**config.mk**
```make
export PLATFORM = sky130hd
export DESIGN_NAME = nml_loader
export DESIGN_NICKNAME = d
export VERILOG_FILES = /design/src/rtl/nml_pkg.sv /design/src/rtl/nml_decode.sv /design/src/rtl/nml_stage.sv /design/src/rtl/nml_bank.sv /design/src/rtl/nml_loader.sv
export SDC_FILE = /design/constraint.sdc
export NUM_CORES = 1
export LEC_CHECK = 0
export ABC_AREA = 1
export BUFFER_PORTS_ARGS = -buffer_cell sky130_fd_sc_hd__buf_2
export CORE_MARGIN = 5
export CORE_UTILIZATION = 40
export CTS_CLUSTER_DIAMETER = 100
export DETAILED_ROUTE_END_ITERATION = 10
export HOLD_SLACK_MARGIN = 0.03
export PLACE_DENSITY = 0.61
export SYNTH_ARGS = -nofsm -noshare
export SYNTH_HDL_FRONTEND = slang
export SYNTH_HIERARCHICAL = 1
export SYNTH_SLANG_ARGS = --single-unit
```
**constraint.sdc**
```tcl
create_clock -name clk -period 2.5 [get_ports clk]
set_input_delay 0.125 -clock clk [delete_from_list [all_inputs] [get_ports clk]]
set_output_delay 0.125 -clock clk [all_outputs]
set_load 0.02 [all_outputs]
```
**src/rtl/nml_pkg.sv**
```systemverilog
// Package: shared widths and the command byte layout for the nibble loader.
// Assumes an 8-bit command: nibble in the low bits, control bits above it.
package nml_pkg;
    localparam int NIB_W   = 4;
    localparam int ADDR_W  = 2;
    localparam int BYTE_W  = 2 * NIB_W;
    localparam int NUM_DST = 1 << ADDR_W;

    typedef struct packed {
        logic              load;    // bit 7: load strobe
        logic              hi_sel;  // bit 6: 1 = upper nibble
        logic [ADDR_W-1:0] addr;    // bits 5:4: destination
        logic [NIB_W-1:0]  nib;     // bits 3:0: data
    } cmd_t;
endpackage

```
**src/rtl/nml_decode.sv**
```systemverilog
// Decoder: turns each port write into nibble write enables or a one-hot
// destination load. Remembers the load bit of the previous write so a load
// fires only on its 0-to-1 change. Assumes port_wr is a one-cycle pulse.
module nml_decode
    import nml_pkg::*;
(
    input  logic               clk,
    input  logic               rst_n,
    input  logic               port_wr,
    input  cmd_t               cmd,
    output logic               we_lo,
    output logic               we_hi,
    output logic [NUM_DST-1:0] load_sel
);
    logic armed_q;  // load bit of the previous port write

    // Purpose: track the last written load bit, updated only by port writes.
    always_ff @(posedge clk) begin
        if (!rst_n)       armed_q <= 1'b0;
        else if (port_wr) armed_q <= cmd.load;
    end

    // Purpose: derive nibble enables and the addressed load line.
    always_comb begin
        we_lo    = port_wr && !cmd.load && !cmd.hi_sel;
        we_hi    = port_wr && !cmd.load &&  cmd.hi_sel;
        load_sel = '0;
        if (port_wr && cmd.load && !armed_q)
            load_sel[cmd.addr] = 1'b1;
    end

    assert_onehot_load_R5: assert property (@(posedge clk) disable iff (!rst_n)
        $onehot0(load_sel));
endmodule

```
**src/rtl/nml_stage.sv**
```systemverilog
// Staging register: assembles a byte from two nibble writes.
// Assumes at most one of the two enables is high in a cycle.
module nml_stage
    import nml_pkg::*;
(
    input  logic              clk,
    input  logic              rst_n,
    input  logic              we_lo,
    input  logic              we_hi,
    input  logic [NIB_W-1:0]  nib,
    output logic [BYTE_W-1:0] stage_q
);
    // Purpose: write the selected half and hold the other.
    always_ff @(posedge clk) begin
        if (!rst_n)     stage_q <= '0;
        else if (we_lo) stage_q[NIB_W-1:0]      <= nib;
        else if (we_hi) stage_q[BYTE_W-1:NIB_W] <= nib;
    end

    assert_stage_idle_R8: assert property (@(posedge clk) disable iff (!rst_n)
        (!we_lo && !we_hi) |=> $stable(stage_q));
endmodule

```
**src/rtl/nml_bank.sv**
```systemverilog
// Destination bank: NUM_DST byte registers, each loaded from the staging
// byte when its select line is high. Assumes a one-hot-or-zero select.
module nml_bank
    import nml_pkg::*;
(
    input  logic                           clk,
    input  logic                           rst_n,
    input  logic [NUM_DST-1:0]             load_sel,
    input  logic [BYTE_W-1:0]              din,
    output logic [NUM_DST-1:0][BYTE_W-1:0] dq
);
    for (genvar g = 0; g < NUM_DST; g++) begin : g_dst
        // Purpose: hold one destination, reload on its select.
        always_ff @(posedge clk) begin
            if (!rst_n)           dq[g] <= '0;
            else if (load_sel[g]) dq[g] <= din;
        end

        assert_dst_hold_R5: assert property (@(posedge clk) disable iff (!rst_n)
            !load_sel[g] |=> $stable(dq[g]));
    end
endmodule

```
**src/rtl/nml_loader.sv**
```systemverilog
// Top: loads four byte registers through one 8-bit port using nibble
// writes and a load command. Assumes port_data is valid while port_wr is high.
module nml_loader
    import nml_pkg::*;
(
    input  logic       clk,
    input  logic       rst_n,
    input  logic [7:0] port_data,
    input  logic       port_wr,
    output logic [7:0] reg_a,
    output logic [7:0] reg_b,
    output logic [7:0] reg_c,
    output logic [7:0] reg_d,
    output logic [7:0] stage_byte
);
    cmd_t                           cmd;
    logic                           we_lo, we_hi;
    logic [NUM_DST-1:0]             load_sel;
    logic [NUM_DST-1:0][BYTE_W-1:0] dq;

    assign cmd = cmd_t'(port_data);

    nml_decode u_dec (
        .clk(clk), .rst_n(rst_n), .port_wr(port_wr), .cmd(cmd),
        .we_lo(we_lo), .we_hi(we_hi), .load_sel(load_sel)
    );

    nml_stage u_stage (
        .clk(clk), .rst_n(rst_n), .we_lo(we_lo), .we_hi(we_hi),
        .nib(cmd.nib), .stage_q(stage_byte)
    );

    nml_bank u_bank (
        .clk(clk), .rst_n(rst_n), .load_sel(load_sel),
        .din(stage_byte), .dq(dq)
    );

    assign reg_a = dq[0];
    assign reg_b = dq[1];
    assign reg_c = dq[2];
    assign reg_d = dq[3];

    assert_reset_clear_R1: assert property (@(posedge clk)
        !rst_n |=> (stage_byte == 8'h00 && reg_a == 8'h00 && reg_b == 8'h00
                    && reg_c == 8'h00 && reg_d == 8'h00));

    assert_load_keeps_stage_R6: assert property (@(posedge clk) disable iff (!rst_n)
        (port_wr && port_data[7]) |=> $stable(stage_byte));

    assert_nibble_no_dest_R4: assert property (@(posedge clk) disable iff (!rst_n)
        (port_wr && !port_data[7]) |=> ($stable(reg_a) && $stable(reg_b)
                                        && $stable(reg_c) && $stable(reg_d)));
endmodule

```
==> metrics, run 1 <==
status finished, final reports clean; Synth top area share 0.485; setup TNS 0 ns; Achievable Freq 891 MHz; DR iter-0 viols 126; ys async rst share 0; final-report setup violation count 0; critical-path maximum fanout 16; Clock Latency Late Sink 0.29 ns; CP cell instances inv_1 -> nand3_1 -> nor2_1 -> buf_4 -> nand2_1 -> nand2_1 -> nor2_1; Final Hold Fails 0; CTS Buffer Depth 2; Routability Congestion 0.699; Seq/Total Area, Yosys 0.485; total CTS buffers 5; Synth cell types 11; cell area after synthesis 1690 µm²; area of the multi-input gates 664 µm²; WL/cell 11.2 µm; Post-DRT Antenna Nets 0; Resized cells post-CTS 0; met2 Usage GRT 0.213; Layout area overhead 17.2%; GRT Max-Usage Layer met2; CTS tree done; final clock period utilization by the worst path 0.449; worst path arrival time 1.31 ns; vias 1476; GRT overflow 0; Post-synth EDFFs 0; root buf cell clkbuf_8; Hold Crit Class in -> reg; clock sink count a little over 40; I/O pins 51; Core ar. 4060 µm²; Reg area 821 µm²; Die Y 75.0 µm; vias per cell 4.34; antenna violations before repair 0; count of state elements after synthesis 41; final worst setup slack 1.38 ns; Die ar. about 5600 µm²; WP data required 2.69 ns; DPL Wire Length 2610 µm; power per cell area 635 nW/µm²; slew margin rel. 0.527; synth warn 6; grt met1 use 0.212; width of the chip 75.0 µm; cell taking the most area after synthesis dfxtp_1; row cnt 23; Post-synth top flop dfxtp_1; Post-CTS Setup Inserts 0; Antenna diodes 0; Leak Pwr 1.00 nW; IO Port Bufs 50; vias in the first global route 1330; number of remaining DRC errors 0; most frequent cell after synthesis nor2_1; Synth area leaders dfxtp_1 49%, nor2_1 17%, nand2_1 16%; Slew @ Worst Pin approximately 0.7 ns; Startpoint Class register; Place WS 1.19 ns; GRT Overall Usage 0.150; WL final around 3800 µm; max cap viols 0; Critical Path End Type register; share of layout cells above drive strength 1 0.234; final slew viol count 0; first-pass GRT wire length 6270 µm; GR Util met3 0.0614; slowest stage cell on the critical path dfxtp_1; Max stage delay on crit path 0.31 ns; H-tree levels 2; Hold Slack 0.0887 ns; RSZ-0062 raised after global routing no; Gate Count Post-Synth 240; # fillers 443; Max VDD drop 0.373 mV; Commonest cells post-synth 76 x nor2_1, 74 x nand2_1, 41 x dfxtp_1; syn nets 251; Setup CP Type reg -> reg; hold_buf cts 0; Reg clk slew, reported paths about 0.080 ns; Starting Density 0.417; Final #Nets 300; drt pass-1 iters 4; crit path time final 1.12 ns; clk_skew 0.00194 ns; largest net degree at the start of global routing 42; average cell area after synthesis 7.05 µm²
[path summary, 6_finish.rpt]
check	start	to	slack (ns)	cells past startpoint
worst max register to register	u_dec/armed_q	u_bank/dq[20]	1.38	7
worst min register to register	u_bank/dq[25]	u_bank/dq[25]	0.47	2
worst min-delay path	port_data[0]	u_stage/stage_q[0]	0.09	3
worst max-delay path	u_dec/armed_q	u_bank/dq[20]	1.38	7
[power by group]
part | switching, mW | internal, mW | leakage (nW)
clock | 0.223 | 0.194 | 0.0450
combinational | 0.102 | 0.0513 | 0.626
sequential | 0.0121 | 0.676 | 0.333
total | 0.338 | 0.921 | 1.00
[per-layer routing]
layer / part of all wire / wire length, µm / vias up
met3: 0.072 / 273 / 0
met4: 0 / 0 / 0
li1: - / - / 801
met2: 0.43 / 1640 / 44
met5: 0 / 0 / -
met1: 0.50 / 1890 / 631
[through the flow]
step                      utilization  instances  cell area (µm²)  total power [mW]
after floorplan                     -        240             1690             0.816
after global routing            0.488        340             1980              1.32
after global placement          0.468        332             1900             0.857
final                           0.488        340             1980              1.26
after detailed placement        0.468        332             1900             0.859
after CTS                       0.488        340             1980              1.28
[final cells by class]
| type | instances | share of cell area |
|---|---|---|
| flip-flops and latches | 41 | 0.414 |
| multi-input cells | 168 | 0.335 |
| repair buffers | 54 | 0.141 |
| clock buffers | 6 | 0.0366 |
| inverters | 19 | 0.0360 |
| well taps | 50 | 0.0316 |
| clock inverters | 2 | 0.00505 |
[cells by family (layout without fill, tap and decap cells)]
family	after synthesis	after routing	share of synthesized area
flip-flops	41	41	0.485
AO/OA/AOI/OAI	8	8	0.0237
buffers and inverters	31	81	0.122
AND/OR/NAND/NOR	160	160	0.369
[sequential cells by signal, summed over array words and instances (netlist names)]
| name | flops |
|---|---|
| u_bank/dq | 32 |
| u_dec/armed_q | 1 |
| u_stage/stage_q | 8 |
[placed cells by master (no fill, tap or decap)]
| master | netlist | routed |
|---|---|---|
| a21oi_1 | 4 | 4 |
| buf_2 | 0 | 50 |
| buf_4 | 0 | 4 |
| clkbuf_1 | 0 | 1 |
| clkbuf_8 | 0 | 5 |
| clkinv_2 | 0 | 2 |
| dfxtp_1 | 41 | 41 |
| inv_1 | 17 | 17 |
| inv_2 | 2 | 2 |
| nand2_1 | 74 | 74 |
| nand3_1 | 5 | 5 |
| nor2_1 | 76 | 76 |
| nor2_2 | 4 | 4 |
| nor2_4 | 1 | 1 |
| o21ai_0 | 4 | 4 |
[critical path: cells and delay by family (launching register included)]
kind,cells,cell delay (ns)
flops,1,0.31
simple gates,5,0.45
buf+inv,2,0.25
Power figures use the tool's default switching activity.
==> inputs of run 2 (changes only) <==
Settings changed: PLACE_DENSITY 0.61 to 0.63.
Clock period 2.5 ns to 0.9 ns, I/O delays scaled along.
==> run 2 against run 1 <==
The flow now finishes with violations (setup timing). Power grew to 2.9 times the previous value. Critical path depth unchanged. Worst hold slack lost 0.032 ns. Highest routed layer is now met4. Combinational power grew to 3.3 times the previous value. Worst setup slack worse by 1.5 ns. Largest cell class unchanged. Final cell count increased by 3.2%. Design area up 11%. Flip-flop and latch count unchanged. Clock-buffer cell count up 1. Routed wire length is 5.8% higher. First-iteration DRC count down 7.9%.
==> metrics, run 2 (synthesis gave the netlist of run 1 again) <==
Final Hold Fails 0; CTS Buffer Depth 2; slew margin rel. 0.836; first-pass GRT wire length 6380 µm; critical-path maximum fanout 7; Post-DRT Antenna Nets 0; final clock period utilization by the worst path 1.17; vias per cell 4.36; Die Y 75.0 µm; Starting Density 0.417; status finished, violations left; final-report setup violation count 32; final slew viol count 0; antenna violations before repair 0; crit path time final ~1.1 ns; commonest non-fill, non-tap cell in the layout nor2_1; clk_skew 0.00361 ns; worst path arrival time 1.24 ns; WP data required around 1.1 ns; post-route cell area approximately 2200 µm²; vias in the first global route between 1000 and 1500; I/O pins 51; Clock Latency Late Sink 0.29 ns; H-tree levels 2; Setup CP Type reg -> reg; clock sink count 41; violated checks setup timing; max cap viols 0; Startpoint Class register; total power ~3.6 mW; number of flip-flops in the largest register 32; root buf cell clkbuf_8; share of layout cells above drive strength 1 0.296; DR iter-0 viols 116; Post-CTS Setup Inserts 0; Hold Crit Class in -> reg; DPL Wire Length 2710 µm; IO Port Bufs 50; # fillers 417; Reg clk slew, reported paths ~0.07 ns; Core ar. 4060 µm²; Critical Path End Type register; WL/cell 11.5 µm; Antenna diodes 0; Top reg by flops u_bank/dq; WL final slightly above 4000 µm; final worst setup slack -0.151 ns; RSZ-0062 raised after global routing yes; total CTS buffers 5; Max VDD drop 1.00 mV; Slew @ Worst Pin 0.245 ns; Achievable Freq 952 MHz; CTS tree done; most frequent cells in the layout 72 x nor2_1, 68 x nand2_1, 43 x buf_2, 39 x dfxtp_1, 16 x inv_1; Final #Nets around 310; largest registers u_bank/dq x32, u_stage/stage_q x8, u_dec/armed_q x1; Die ar. 5630 µm²; power per cell area around 1600 nW/µm²; drt pass-1 iters 4; GRT Overall Usage 0.154; largest net degree at the start of global routing 28; Leak Pwr around 1.1 nW; Routability Congestion 0.747; Post-Place Cell Area around 2000 µm²; row cnt 23; vias approximately 1500; width of the chip around 75 µm; number of remaining DRC errors 0; Layout area overhead 30.5%; GRT overflow 0
-- run 2: changes by cell type in the layout (fill, tap and decap cells not counted), sizes merged --
cell         change
dlygate4sd3      +4
buf              +8
clkinv           -2
clkbuf           +1
-- run 2: final cells by class --
cell class / count / area, µm² / area share
repair buffers: 66 / 447 / 0.202
inverters: 19 / 71.3 / 0.0323
clock buffers: 7 / 86.3 / 0.0391
well taps: 50 / 62.6 / 0.0283
flip-flops and latches: 41 / 823 / 0.373
multi-input cells: 168 / 717 / 0.325
-- run 2: stage by stage --
| stage | setup TNS (ns) | util | worst slack, ns | hold WS, ns | cells |
|---|---|---|---|---|---|
| finish | -3.99 | 0.544 | -0.151 | 0.0570 | 351 |
| global route | -6.37 | 0.544 | -0.235 | 0.0484 | 351 |
| CTS | -4.20 | 0.536 | -0.145 | 0.0477 | 350 |
| detailed placement | -3.78 | 0.494 | -0.143 | 0.307 | 338 |
| global placement | -3.35 | 0.494 | -0.138 | 0.300 | 338 |
| floorplan | -2.14 | - | -0.132 | 0.159 | 240 |
-- run 2: where the power goes --
part           switching, mW  internal, mW
Clock                  0.584         0.608
Combinational          0.310         0.197
Sequential            0.0364          1.88
-- run 2: layer usage --
metal  global-route usage  share of wire
met5                    0              0
met4               0.0474         0.0052
met3               0.0587          0.082
met2                0.234           0.45
met1                0.203           0.46
-- run 2: timing repair --
item | 4_1_cts | 5_1_grt
hold buffers | 4 | 0
pin swaps | 6 | 1
endpoints found under the setup margin | 32 | 40
cloned | 1 | 1
resized for setup | 12 | 11
hold endpoints to repair | 4 | 0
-- run 2: final timing paths --
check | startpoint | slack, ns | cells past startpoint | endpoint
hold / removal | port_wr | 0.06 | 3 | u_dec/armed_q
setup reg to reg | u_dec/armed_q | -0.15 | 7 | u_bank/dq[14]
setup / recovery | u_dec/armed_q | -0.15 | 7 | u_bank/dq[14]
hold reg to reg | u_bank/dq[19] | 0.47 | 2 | u_bank/dq[19]
-- run 2: worst max-delay path, cell delays in order (launching register included) --
cell,delay (ns)
dfxtp_2,0.33
inv_2,0.06
nand3_4,0.11
nor2_4,0.16
buf_6,0.15
nand2_2,0.05
nand2_1,0.07
nor2_2,0.03
==> inputs of run 3 (changes only) <==
Settings changed: PLACE_DENSITY 0.63 to 0.61.
Clock period 0.9 ns to 1.4 ns, I/O delays scaled along.
==> run 3 against run 2 <==
The run now ends clean. Via count fell by 2.0%. Flip-flop and latch count is the same. Clock power decreased by 38%. Sequential share of layout area grew 3.5 points. Maximum frequency fell by 2.3%. Routed wire length down 7.2%. Final cell count fell by 2.6%. Clock-buffer cell count down 1. Largest cell class unchanged.
==> metrics, run 3 (synthesis gave the netlist of run 1 again) <==
status finished, final reports clean; width of the chip around 75 µm; Routability Congestion 0.691; largest net degree at the start of global routing 42; Worst R2R Start u_dec/armed_q; critical-path maximum fanout 16; I/O pins 51; post-route cell area 2010 µm²; Clock Latency Late Sink 0.29 ns; root buf cell clkbuf_8; clock sink count approximately 40; Post-CTS Setup Inserts 0; Core ar. 4060 µm²; first-pass GRT wire length roughly 6100 µm; share of layout cells above drive strength 1 0.240; RSZ-0062 raised after global routing no; Resized cells post-CTS 0; Max stage delay on crit path between 0.3 and 0.4 ns; Hold Crit Class in -> reg; Antenna diodes 0; Layout area overhead 18.8%; DR iter-0 viols between 60 and 70; total CTS buffers 5; final worst setup slack 0.325 ns; crit path time final about 1.1 ns; Leak Pwr ~1 nW; largest registers u_bank/dq x32, u_stage/stage_q x8, u_dec/armed_q x1; Hold Startpoint port_data[3]; Max VDD drop 0.535 mV; WL final 3740 µm; Reg clk slew, reported paths about 0.070 ns; GRT overflow 0; setup TNS 0 ns; slew margin rel. 0.772; IO Port Bufs 50; # fillers 464; max cap viols 0; Final #Nets about 300; final clock period utilization by the worst path 0.768; total power 2.24 mW; Slew @ Worst Pin 0.341 ns; WHS Path Cells 3; Startpoint Class register; r2r worst-path depth 7; Critical Path End Type register; Final Hold Fails 0; Setup CP Type reg -> reg; antenna violations before repair 0; H-tree levels 2; Util after Layout 0.495; Starting Density 0.417; Hold Slack 0.0398 ns; Post-Place Cell Area slightly below 2000 µm²; most frequent cells in the layout 76 x nor2_1, 74 x nand2_1, 50 x buf_2, 41 x dfxtp_1, 17 x inv_1; Die ar. 5630 µm²; vias in the first global route 1381; WP data required approximately 1.6 ns; Worst Hold Path EP u_stage/stage_q[3]; Top reg by flops u_bank/dq; vias per cell 4.39; vias 1500; Post-DRT Antenna Nets 0; commonest non-fill, non-tap cell in the layout nor2_1; GRT Overall Usage 0.142; clk_skew 0.00657 ns; hold_buf cts 0; number of remaining DRC errors 0; Achievable Freq 930 MHz; worst path arrival time around 1.3 ns; drt pass-1 iters 4; CP cell instances inv_1 -> nand3_1 -> nor2_1 -> buf_4 -> nand2_1 -> nand2_1 -> nor2_1; dpl cells around 330; Final Instance Count excl. Fillers around 340; Die Y around 75 µm; CTS Buffer Depth 2; power per cell area between 1000 and 1500 nW/µm²; RR Endpoint u_bank/dq[5]; worst reg-to-reg setup slack approximately 0.32 ns; number of flip-flops in the largest register 32; WL/cell 10.9 µm; final slew viol count 0; CTS tree done; final-report setup violation count 0; DPL Wire Length 2610 µm; slowest stage cell on the critical path dfxtp_1; Place WS 0.314 ns; row cnt 23
run 3: worst max path at each step:
stage             startpoint            end  slack, ns  cells after the start
2_1_floorplan  u_dec/armed_q  u_bank/dq[14]       0.35                      8
3_3_place_gp   u_dec/armed_q  u_bank/dq[14]       0.32                      7
3_5_place_dp   u_dec/armed_q  u_bank/dq[14]       0.31                      7
4_1_cts        u_dec/armed_q  u_bank/dq[14]       0.31                      7
5_1_grt        u_dec/armed_q  u_bank/dq[21]       0.17                      7
6_report       u_dec/armed_q   u_bank/dq[5]       0.32                      7
run 3: layout make-up:
type | instances | area (µm²) | area share
clock buffers | 6 | 72.6 | 0.0361
well taps | 50 | 62.6 | 0.0311
multi-input cells | 168 | 664 | 0.331
flip-flops and latches | 41 | 821 | 0.408
clock inverters | 2 | 10.0 | 0.00498
inverters | 19 | 71.3 | 0.0355
repair buffers | 56 | 308 | 0.153
run 3: per-layer routing:
metal,vias up,track usage,share of wire
li1,807,-,-
met1,643,0.188,0.50
met2,45,0.228,0.41
met3,5,0.0360,0.084
met4,0,0.0415,0.0096
met5,-,0,0
run 3: critical path: cells and delay by family, from the launching register on:
family	cells	cell delay (ns)
and+or+nand+nor	5	0.40
DFF	1	0.31
buffers and inverters	2	0.26
run 3: power by group:
group          total (mW)  switching, mW  internal (mW)
Combinational       0.281          0.182         0.0984
Sequential           1.23         0.0221           1.21
Clock               0.732          0.386          0.346
